### config.mk
export PLATFORM = sky130hd
export DESIGN_NAME = cmpl_deadtime
export DESIGN_NICKNAME = d
export VERILOG_FILES = /design/src/rtl/cmpl_dt_pkg.sv /design/src/rtl/cmpl_dt_sampler.sv /design/src/rtl/cmpl_dt_timer.sv /design/src/rtl/cmpl_dt_lane.sv /design/src/rtl/cmpl_deadtime.sv
export SDC_FILE = /design/constraint.sdc
export NUM_CORES = 1
export LEC_CHECK = 0
export BUFFER_PORTS_ARGS = -buffer_cell sky130_fd_sc_hd__buf_2
export CORE_ASPECT_RATIO = 0.5
export CORE_MARGIN = 1.5
export CORE_UTILIZATION = 60
export DETAILED_ROUTE_END_ITERATION = 6
export PLACE_DENSITY = 0.79
export SYNTH_ARGS = -nofsm -noshare
export SYNTH_HDL_FRONTEND = slang
export SYNTH_SLANG_ARGS = --single-unit
### constraint.sdc
create_clock -name clk -period 2.2 [get_ports clk]
set_clock_uncertainty 0.1 [all_clocks]
set_input_delay 0.11 -clock clk [delete_from_list [all_inputs] [get_ports clk]]
set_output_delay 0.11 -clock clk [all_outputs]
set_load 0.03 [all_outputs]
### src/rtl/cmpl_dt_pkg.sv
package cmpl_dt_pkg;

   // Which output, if any, is waiting for its gap to run out
   typedef enum logic [1:0] {
      ARM_NONE = 2'd0,
      ARM_HIGH = 2'd1,
      ARM_LOW  = 2'd2
   } arm_e;

   localparam int unsigned DT_W_MAX = 16;

endpackage

### src/rtl/cmpl_dt_sampler.sv
module cmpl_dt_sampler #(
   parameter int unsigned NUM_CH = 4
) (
   input  logic              clk,
   input  logic              rst_n,
   input  logic              tick,
   input  logic [NUM_CH-1:0] wave_in,
   output logic [NUM_CH-1:0] chg_o
);

   logic [NUM_CH-1:0] prev_q;
   logic              primed_q;

   always_ff @(posedge clk) begin
      if (!rst_n) begin
         prev_q   <= '0;
         primed_q <= 1'b0;
      end else if (tick) begin
         prev_q   <= wave_in;
         primed_q <= 1'b1;
      end
   end

   // A change is seen only on a tick; the first tick after reset counts as one
   assign chg_o = {NUM_CH{tick}} & ({NUM_CH{~primed_q}} | (wave_in ^ prev_q));

endmodule

### src/rtl/cmpl_dt_timer.sv
module cmpl_dt_timer #(
   parameter int unsigned DT_W = 8
) (
   input  logic            clk,
   input  logic            rst_n,
   input  logic            tick,
   input  logic            clear,
   input  logic            load,
   input  logic [DT_W-1:0] load_val,
   output logic            expire_o
);

   localparam logic [DT_W-1:0] ONE = {{(DT_W-1){1'b0}}, 1'b1};

   logic [DT_W-1:0] cnt_q;

   always_ff @(posedge clk) begin
      if (!rst_n) begin
         cnt_q <= '0;
      end else if (tick) begin
         if (clear)
            cnt_q <= '0;
         else if (load)
            cnt_q <= load_val;
         else if (cnt_q != '0)
            cnt_q <= cnt_q - ONE;
      end
   end

   assign expire_o = tick && !clear && !load && (cnt_q == ONE);

   // the count only moves on ticks
   p_cnt_hold_r7: assert property (@(posedge clk) disable iff (!rst_n)
      !tick |=> $stable(cnt_q));

endmodule

### src/rtl/cmpl_dt_lane.sv
module cmpl_dt_lane
   import cmpl_dt_pkg::*;
#(
   parameter int unsigned DT_W     = 8,
   parameter bit          HS_DT_EN = 1'b1
) (
   input  logic            clk,
   input  logic            rst_n,
   input  logic            tick,
   input  logic            lvl,
   input  logic            chg,
   input  logic            ins_en,
   input  logic [DT_W-1:0] dt_lo,
   input  logic [DT_W-1:0] dt_hi,
   output logic            hs_o,
   output logic            ls_o
);

   logic [DT_W-1:0] hi_eff;
   logic [DT_W-1:0] gap_val;
   logic            arm_load;
   logic            expire;
   logic            hs_q, ls_q;
   arm_e            arm_q;

   generate
      if (HS_DT_EN) begin : g_hs_gap
         assign hi_eff = dt_hi;
      end else begin : g_hs_nogap
         assign hi_eff = dt_hi & {DT_W{1'b0}};
      end
   endgenerate

   assign gap_val  = lvl ? hi_eff : dt_lo;
   assign arm_load = chg && ins_en;

   cmpl_dt_timer #(.DT_W(DT_W)) u_timer (
      .clk      (clk),
      .rst_n    (rst_n),
      .tick     (tick),
      .clear    (!ins_en),
      .load     (arm_load),
      .load_val (gap_val),
      .expire_o (expire)
   );

   always_ff @(posedge clk) begin
      if (!rst_n) begin
         hs_q  <= 1'b0;
         ls_q  <= 1'b0;
         arm_q <= ARM_NONE;
      end else if (tick) begin
         if (!ins_en) begin
            hs_q  <= lvl;
            ls_q  <= !lvl;
            arm_q <= ARM_NONE;
         end else if (chg) begin
            if (lvl) begin
               ls_q <= 1'b0;
               hs_q <= (gap_val == '0);
            end else begin
               hs_q <= 1'b0;
               ls_q <= (gap_val == '0);
            end
            if (gap_val == '0)
               arm_q <= ARM_NONE;
            else
               arm_q <= lvl ? ARM_HIGH : ARM_LOW;
         end else if (expire) begin
            if (arm_q == ARM_HIGH) hs_q <= 1'b1;
            if (arm_q == ARM_LOW)  ls_q <= 1'b1;
            arm_q <= ARM_NONE;
         end
      end
   end

   assign hs_o = hs_q;
   assign ls_o = ls_q;

   p_no_overlap_r1: assert property (@(posedge clk) disable iff (!rst_n)
      !(hs_q && ls_q));

   p_plain_copy_r2: assert property (@(posedge clk) disable iff (!rst_n)
      tick && !ins_en |=> (hs_q == $past(lvl)) && (ls_q != $past(lvl)));

   p_ls_off_now_r3: assert property (@(posedge clk) disable iff (!rst_n)
      tick && ins_en && chg && lvl |=> !ls_q);

   p_hs_off_now_r4: assert property (@(posedge clk) disable iff (!rst_n)
      tick && ins_en && chg && !lvl |=> !hs_q);

   p_zero_gap_r5: assert property (@(posedge clk) disable iff (!rst_n)
      tick && ins_en && chg && lvl && (hi_eff == '0) |=> hs_q);

   p_idle_hold_r7: assert property (@(posedge clk) disable iff (!rst_n)
      !tick |=> $stable(hs_q) && $stable(ls_q));

endmodule

### src/rtl/cmpl_deadtime.sv
module cmpl_deadtime
   import cmpl_dt_pkg::*;
#(
   parameter int unsigned NUM_CH   = 4,
   parameter int unsigned DT_W     = 8,
   parameter bit          HS_DT_EN = 1'b1
) (
   input  logic              clk,
   input  logic              rst_n,
   input  logic              tick,
   input  logic [NUM_CH-1:0] pwm_in,
   input  logic [DT_W-1:0]   dt_low,
   input  logic [DT_W-1:0]   dt_high,
   input  logic [NUM_CH-1:0] ins_en,
   output logic [NUM_CH-1:0] hs_out,
   output logic [NUM_CH-1:0] ls_out
);

   generate
      if (NUM_CH < 1) begin : g_bad_ch
         $error("cmpl_deadtime: NUM_CH must be at least 1");
      end
      if (DT_W < 1 || DT_W > DT_W_MAX) begin : g_bad_w
         $error("cmpl_deadtime: DT_W out of range");
      end
   endgenerate

   logic [NUM_CH-1:0] chg;

   cmpl_dt_sampler #(.NUM_CH(NUM_CH)) u_sampler (
      .clk     (clk),
      .rst_n   (rst_n),
      .tick    (tick),
      .wave_in (pwm_in),
      .chg_o   (chg)
   );

   generate
      for (genvar c = 0; c < NUM_CH; c++) begin : g_lane
         cmpl_dt_lane #(.DT_W(DT_W), .HS_DT_EN(HS_DT_EN)) u_lane (
            .clk    (clk),
            .rst_n  (rst_n),
            .tick   (tick),
            .lvl    (pwm_in[c]),
            .chg    (chg[c]),
            .ins_en (ins_en[c]),
            .dt_lo  (dt_low),
            .dt_hi  (dt_high),
            .hs_o   (hs_out[c]),
            .ls_o   (ls_out[c])
         );
      end
   endgenerate

endmodule

== Yosys cells after proc, flatten, opt, wreduce, memory -nomap -nowiden ==
Index checks and enable logic that the tools add are counted.
W data, S select, Z words.

* Output and inout port bits: 8
* Latch bits: 0
* Memory bits (read-only): 0
* Bits in writable memories: 0
* Memories kept: 0
* Flip-flop bits (word level): 53

* $lt $le $gt $ge: 0
* Eq/ne operators: 28
* Multiply operators: 0
* Div/mod/pow operators: 0
* Bitwise gates (word level): 4
* Shift operators: 0
* Reductions and logical operators: 48
* Muxes and demuxes: 76
* Add/subtract/negate cells: 4

{| class="wikitable"
|+ Operators with widths
! operator !! count
|-
| $mux W8 || 16
|-
| $ne A3 B1 Y1 const B || 16
|-
| $mux W1 || 40
|-
| $mux W2 || 20
|-
| $eq A8 B1 Y1 const B || 4
|-
| $logic_not A8 Y1 || 4
|-
| $reduce_bool A8 Y1 || 4
|-
| $sub A8 B1 Y8 const B || 4
|-
| $reduce_and A3 Y1 || 8
|-
| $logic_and A1 B1 Y1 || 16
|-
| $reduce_and A2 Y1 || 8
|-
| $eq A2 B1 Y1 const B || 4
|-
| $eq A2 B2 Y1 const B || 4
|-
| $logic_not A1 Y1 || 8
|-
| $and A4 B4 Y4 || 1
|-
| $or A4 B4 Y4 || 1
|-
| $xor A4 B4 Y4 || 1
|-
| $not A1 Y1 || 1
|}

== Longest topological paths before layout ==
* Depth after elaboration: 10
* Mapped depth: 7
* Mapped depth without buffers: 7

== Modules after synthesis ==
Synthesis repeated with hierarchy kept, for this count alone.

* Cells, all modules: 487
* Area, all modules: 4,085.2 sq um

{| class="wikitable"
|+ By module, submodules not included
! module !! seq. area each (sq um) !! instances !! cells each !! area an instance (sq um)
|-
| cmpl_dt_timer at g_lane[1].u_lane.u_timer ... || 160.2 || 3 || 70 || 565.5
|-
| cmpl_dt_lane || 80.1 || 4 || 46 || 385.4
|-
| cmpl_dt_timer at g_lane[0].u_lane.u_timer || 160.2 || 1 || 70 || 598.1
|-
| cmpl_dt_sampler || 100.1 || 1 || 23 || 249.0
|}

== Worst setup path before layout ==
OpenSTA, ideal clock, no wires.

* Path kind: reg-to-reg
* From: register g_lane[3].u_lane.u_timer.cnt_q[0]
* To: register g_lane[3].u_lane.u_timer.cnt_q[4]
* Data arrival time: 1.563 ns
* Path slack: 0.401 ns
* Path buffers: 0
* Cell stages (with the launch flop): 8
* Cell sequence: dfxtp_1 inv_1 ha_1 nor4bb_1 a41oi_2 and3_1 nand4b_1 o221ai_1

* Word-level cells in the longest chain between the ends: 4
* Elaborated cells between the ends (all ways): 7
* Those cells by class: 1 x add/sub; 1 x eq/ne; 3 x mux; 2 x reduce/logical

{| class="wikitable"
|+ RTL lines
! what !! RTL line !! text
|-
| from (decl) || cmpl_dt_timer.sv:15 || <nowiki>logic [DT_W-1:0] cnt_q;</nowiki>
|-
| from (signal assigned) || cmpl_dt_timer.sv:24 || <nowiki>cnt_q <= load_val;</nowiki>
|-
| from (signal assigned) || cmpl_dt_timer.sv:26 || <nowiki>cnt_q <= cnt_q - ONE;</nowiki>
|-
| $sub A8 B1 Y8 || cmpl_dt_timer.sv:26 ||
|-
| $mux W8 || cmpl_dt_timer.sv:25 || <nowiki>else if (cnt_q != '0)</nowiki>
|-
| $mux W8 || cmpl_dt_timer.sv:23 || <nowiki>else if (load)</nowiki>
|-
| $mux W8 || cmpl_dt_timer.sv:21 || <nowiki>if (clear)</nowiki>
|}

Parallel ways exist; a longest one is shown, timed or not. The select of a mux whose other input is x is not followed.
A chain may end at the register's enable or synchronous reset.

== Worst setup path after layout ==
Same ends and word-level chain as after synthesis.

==> results by group <==
STA
  • Worst relative slew slack: 62.4%
  • Fin Setup TNS: 0 ns
  • Worst-Margin Slew: 0.564 ns
  • Period minus WS final: 2.02 ns
  • Final Setup Violations: 0
  • Max Fclk: 495 MHz
  • Hold Violations, Final: 0
  • RSZ-0062 raised after global routing: false
  • Max-slew violation count: 0
  • Final worst-path cycle share: 91.9%

Placement
  • Port bufs: 34
  • Routability Congestion: 0.952
  • Cell area after placement: 0.00384 sq mm
  • DPL Wire Length: 7510 um

Setup path
  • Critical-path cell list: inv_1, ha_1, nor4bb_1, a41oi_2, and3_1, nand4b_1, o221ai_1
  • Max stage delay on crit path: 0.41 ns
  • Required @ worst endpoint: 2.27 ns
  • Critical Path Fanout Max: 6
  • Crit-path slowest cell: nor4bb_1
  • WP data arrival: 2.09 ns
  • CP Launch Type: flop
  • Critical path class: reg2reg
  • Crit end category: flop

Floorplanning
  • Die height: 58.4 um
  • Core Region: 0.00568 sq mm
  • Full die area: 0.00663 sq mm
  • Die width: 114 um
  • FP Rows: 19
  • Starting Density: 64.7%
  • Top Ports: 35

GRT
  • Met2 usage: 50.7%
  • First-pass GRT wire length: 17,200 um
  • Initial antenna violation count: 0
  • GR Overflow Total: 0
  • GR peak layer: met2
  • Vias in the first global route: 3,387
  • Gr usage total: 33.2%
  • Met1 usage: 47.1%
  • Largest net degree at the start of global routing: 22
  • Global routing usage on met3: 7.93%

Clock tree
  • Clock sink count: 53
  • Root Driver: clkbuf_16
  • Total CTS buffers: 5
  • Worst-path clk slew: 0.08 ns
  • Post-CTS setup buffer count: 0
  • Cts repair resizes: 0
  • Hold_buf cts: 0
  • CTS tree: done
  • H-tree Lvls: 2
  • Worst-Skew Late Latency: 0.30 ns
  • Max clock buf depth: 2

Synth
  • Syn. warnings: 0
  • Most frequent cells after synthesis: dfxtp_1 (53), nand2_1 (46), o21ai_0 (35)
  • EDFF count, synth: 0
  • Flop and latch count out of synthesis: 53
  • Register area share after synthesis: 28.9%
  • Area leader, netlist: dfxtp_1
  • Synthesized area per cell: 8.04 sq um
  • Top cells by area, synth: dfxtp_1 (29%), mux2_2 (6.4%), o21ai_0 (4.8%)
  • Post-synth top area share: 28.9%
  • Post-Syn Nets: 496
  • Synthesized instance count: 457
  • Top FF cell, synth: dfxtp_1
  • Post-synth ARST share: 0%
  • Library cells used by synthesis: 67
  • Mapped Area: 0.00368 sq mm
  • Most frequent cell after synthesis: dfxtp_1

Detailed routing
  • Remaining antenna violation count: 0
  • Drc violations: 0
  • Number of vias per cell: 6.82
  • Vias: 3,737
  • Iter 0 DRT Violations: 589
  • Pre-Repair DR Iteration Count: 5
  • Drt wl/cell: 19.1 um
  • Final wirelength: 10,500 um

Run status
  • Status: completed

Pwr
  • Leak pwr: 1.59 nW
  • Peak VDD IR: 0.432 mV
  • PwrDens: 664 mW/mm^2

Hold path
  • Hold crit path type: in2reg

Final layout
  • Final Instance Area: 0.00398 sq mm
  • Nets: 513
  • Fillers: 449
  • Layout area overhead: 8.34%
  • Layout cell share with drive strength beyond 1: 20.2%
  • Ant diodes: 0

Flow run
  • Max-cap violations: 0
==> power breakdown <==
part           switching (W)  internal [W]
clock               0.000368      0.000423
sequential         0.0000686       0.00102
combinational       0.000452      0.000308
==> area by class of cell <==
| cell class | count | area (sq um) | area share (%) |
|---|---|---|---|
| Inverter | 16 | 60.1 | 1.51 |
| Multi-Input combinational cell | 354 | 2380 | 59.8 |
| Clock inverter | 2 | 15.0 | 0.377 |
| Clock buffer | 6 | 129 | 3.24 |
| Timing Repair Buffer | 44 | 245 | 6.16 |
| Sequential cell | 53 | 1060 | 26.6 |
| Tap cell | 73 | 91.3 | 2.29 |
==> flip-flops by register name, indices dropped and copies added (netlist names) <==
| signal | count |
|---|---|
| g_lane.u_lane.u_timer.cnt_q | 32 |
| u_sampler.primed_q | 1 |
| g_lane.u_lane.ls_o | 4 |
| u_sampler.prev_q | 4 |
| g_lane.u_lane.arm_q | 8 |
| g_lane.u_lane.hs_o | 4 |
==> worst paths after layout <==
path	startpoint	end	slack, ns	cells after the start
setup / recovery	g_lane[3].u_lane.u_timer.cnt_q[0]	g_lane[3].u_lane.u_timer.cnt_q[4]	0.18	7
hold / removal	ins_en[2]	g_lane[2].u_lane.u_timer.cnt_q[7]	0.05	3
setup reg to reg	g_lane[3].u_lane.u_timer.cnt_q[0]	g_lane[3].u_lane.u_timer.cnt_q[4]	0.18	7
hold reg to reg	g_lane[3].u_lane.u_timer.cnt_q[7]	g_lane[3].u_lane.u_timer.cnt_q[7]	0.38	1
==> cell families after synthesis <==
kind of cell | Yosys count | share of synthesized area (%)
buf+inv | 50 | 6.36
mux | 35 | 10.2
compound gates | 141 | 26.1
fa+ha+maj | 12 | 4.08
flops | 53 | 28.9
simple gates | 158 | 22.2
xor+xnor | 8 | 2.11
==> critical path: cells and delay by family, from the launching register on <==
family                     cells  cell delay, ns
and+or+nand+nor                3            0.79
DFF                            1            0.35
AOI/OAI and AO/OA              2            0.35
adders and majority gates      1            0.16
buffers and inverters          1            0.13
==> per-stage QoR <==
step	setup slack, ns	util (%)	hold slack [ns]	cells	power [W]
2_1_floorplan	0.401	-	0.214	457	0.00167
4_1_cts	0.189	70.1	0.0487	548	0.00262
3_5_place_dp	0.197	67.6	0.362	540	0.00185
5_1_grt	0.0466	70.1	0.0830	548	0.00278
3_3_place_gp	0.322	67.6	0.337	540	0.00182
6_report	0.179	70.1	0.0522	548	0.00264
==> layout by cell type (no fill, tap or decap), types with 12 or more instances in the layout <==
master   netlist  layout
ha_1          12      12
buf_2          8      34
inv_1         16      16
nor2_1        30      30
nand2_1       46      46
o21ai_0       35      35
nand3_1       24      24
mux2_2        21      21
nor3_1        17      17
dfxtp_1       53      53
mux2i_1       14      14
a21oi_1       34      34
==> per-layer routing <==
layer | wire length, um | vias up
met5 | 0 | -
met4 | 205 | 0
met2 | 4430 | 232
met3 | 1200 | 36
li1 | - | 1729
met1 | 4640 | 1740
(Power assumes the default switching activity.)
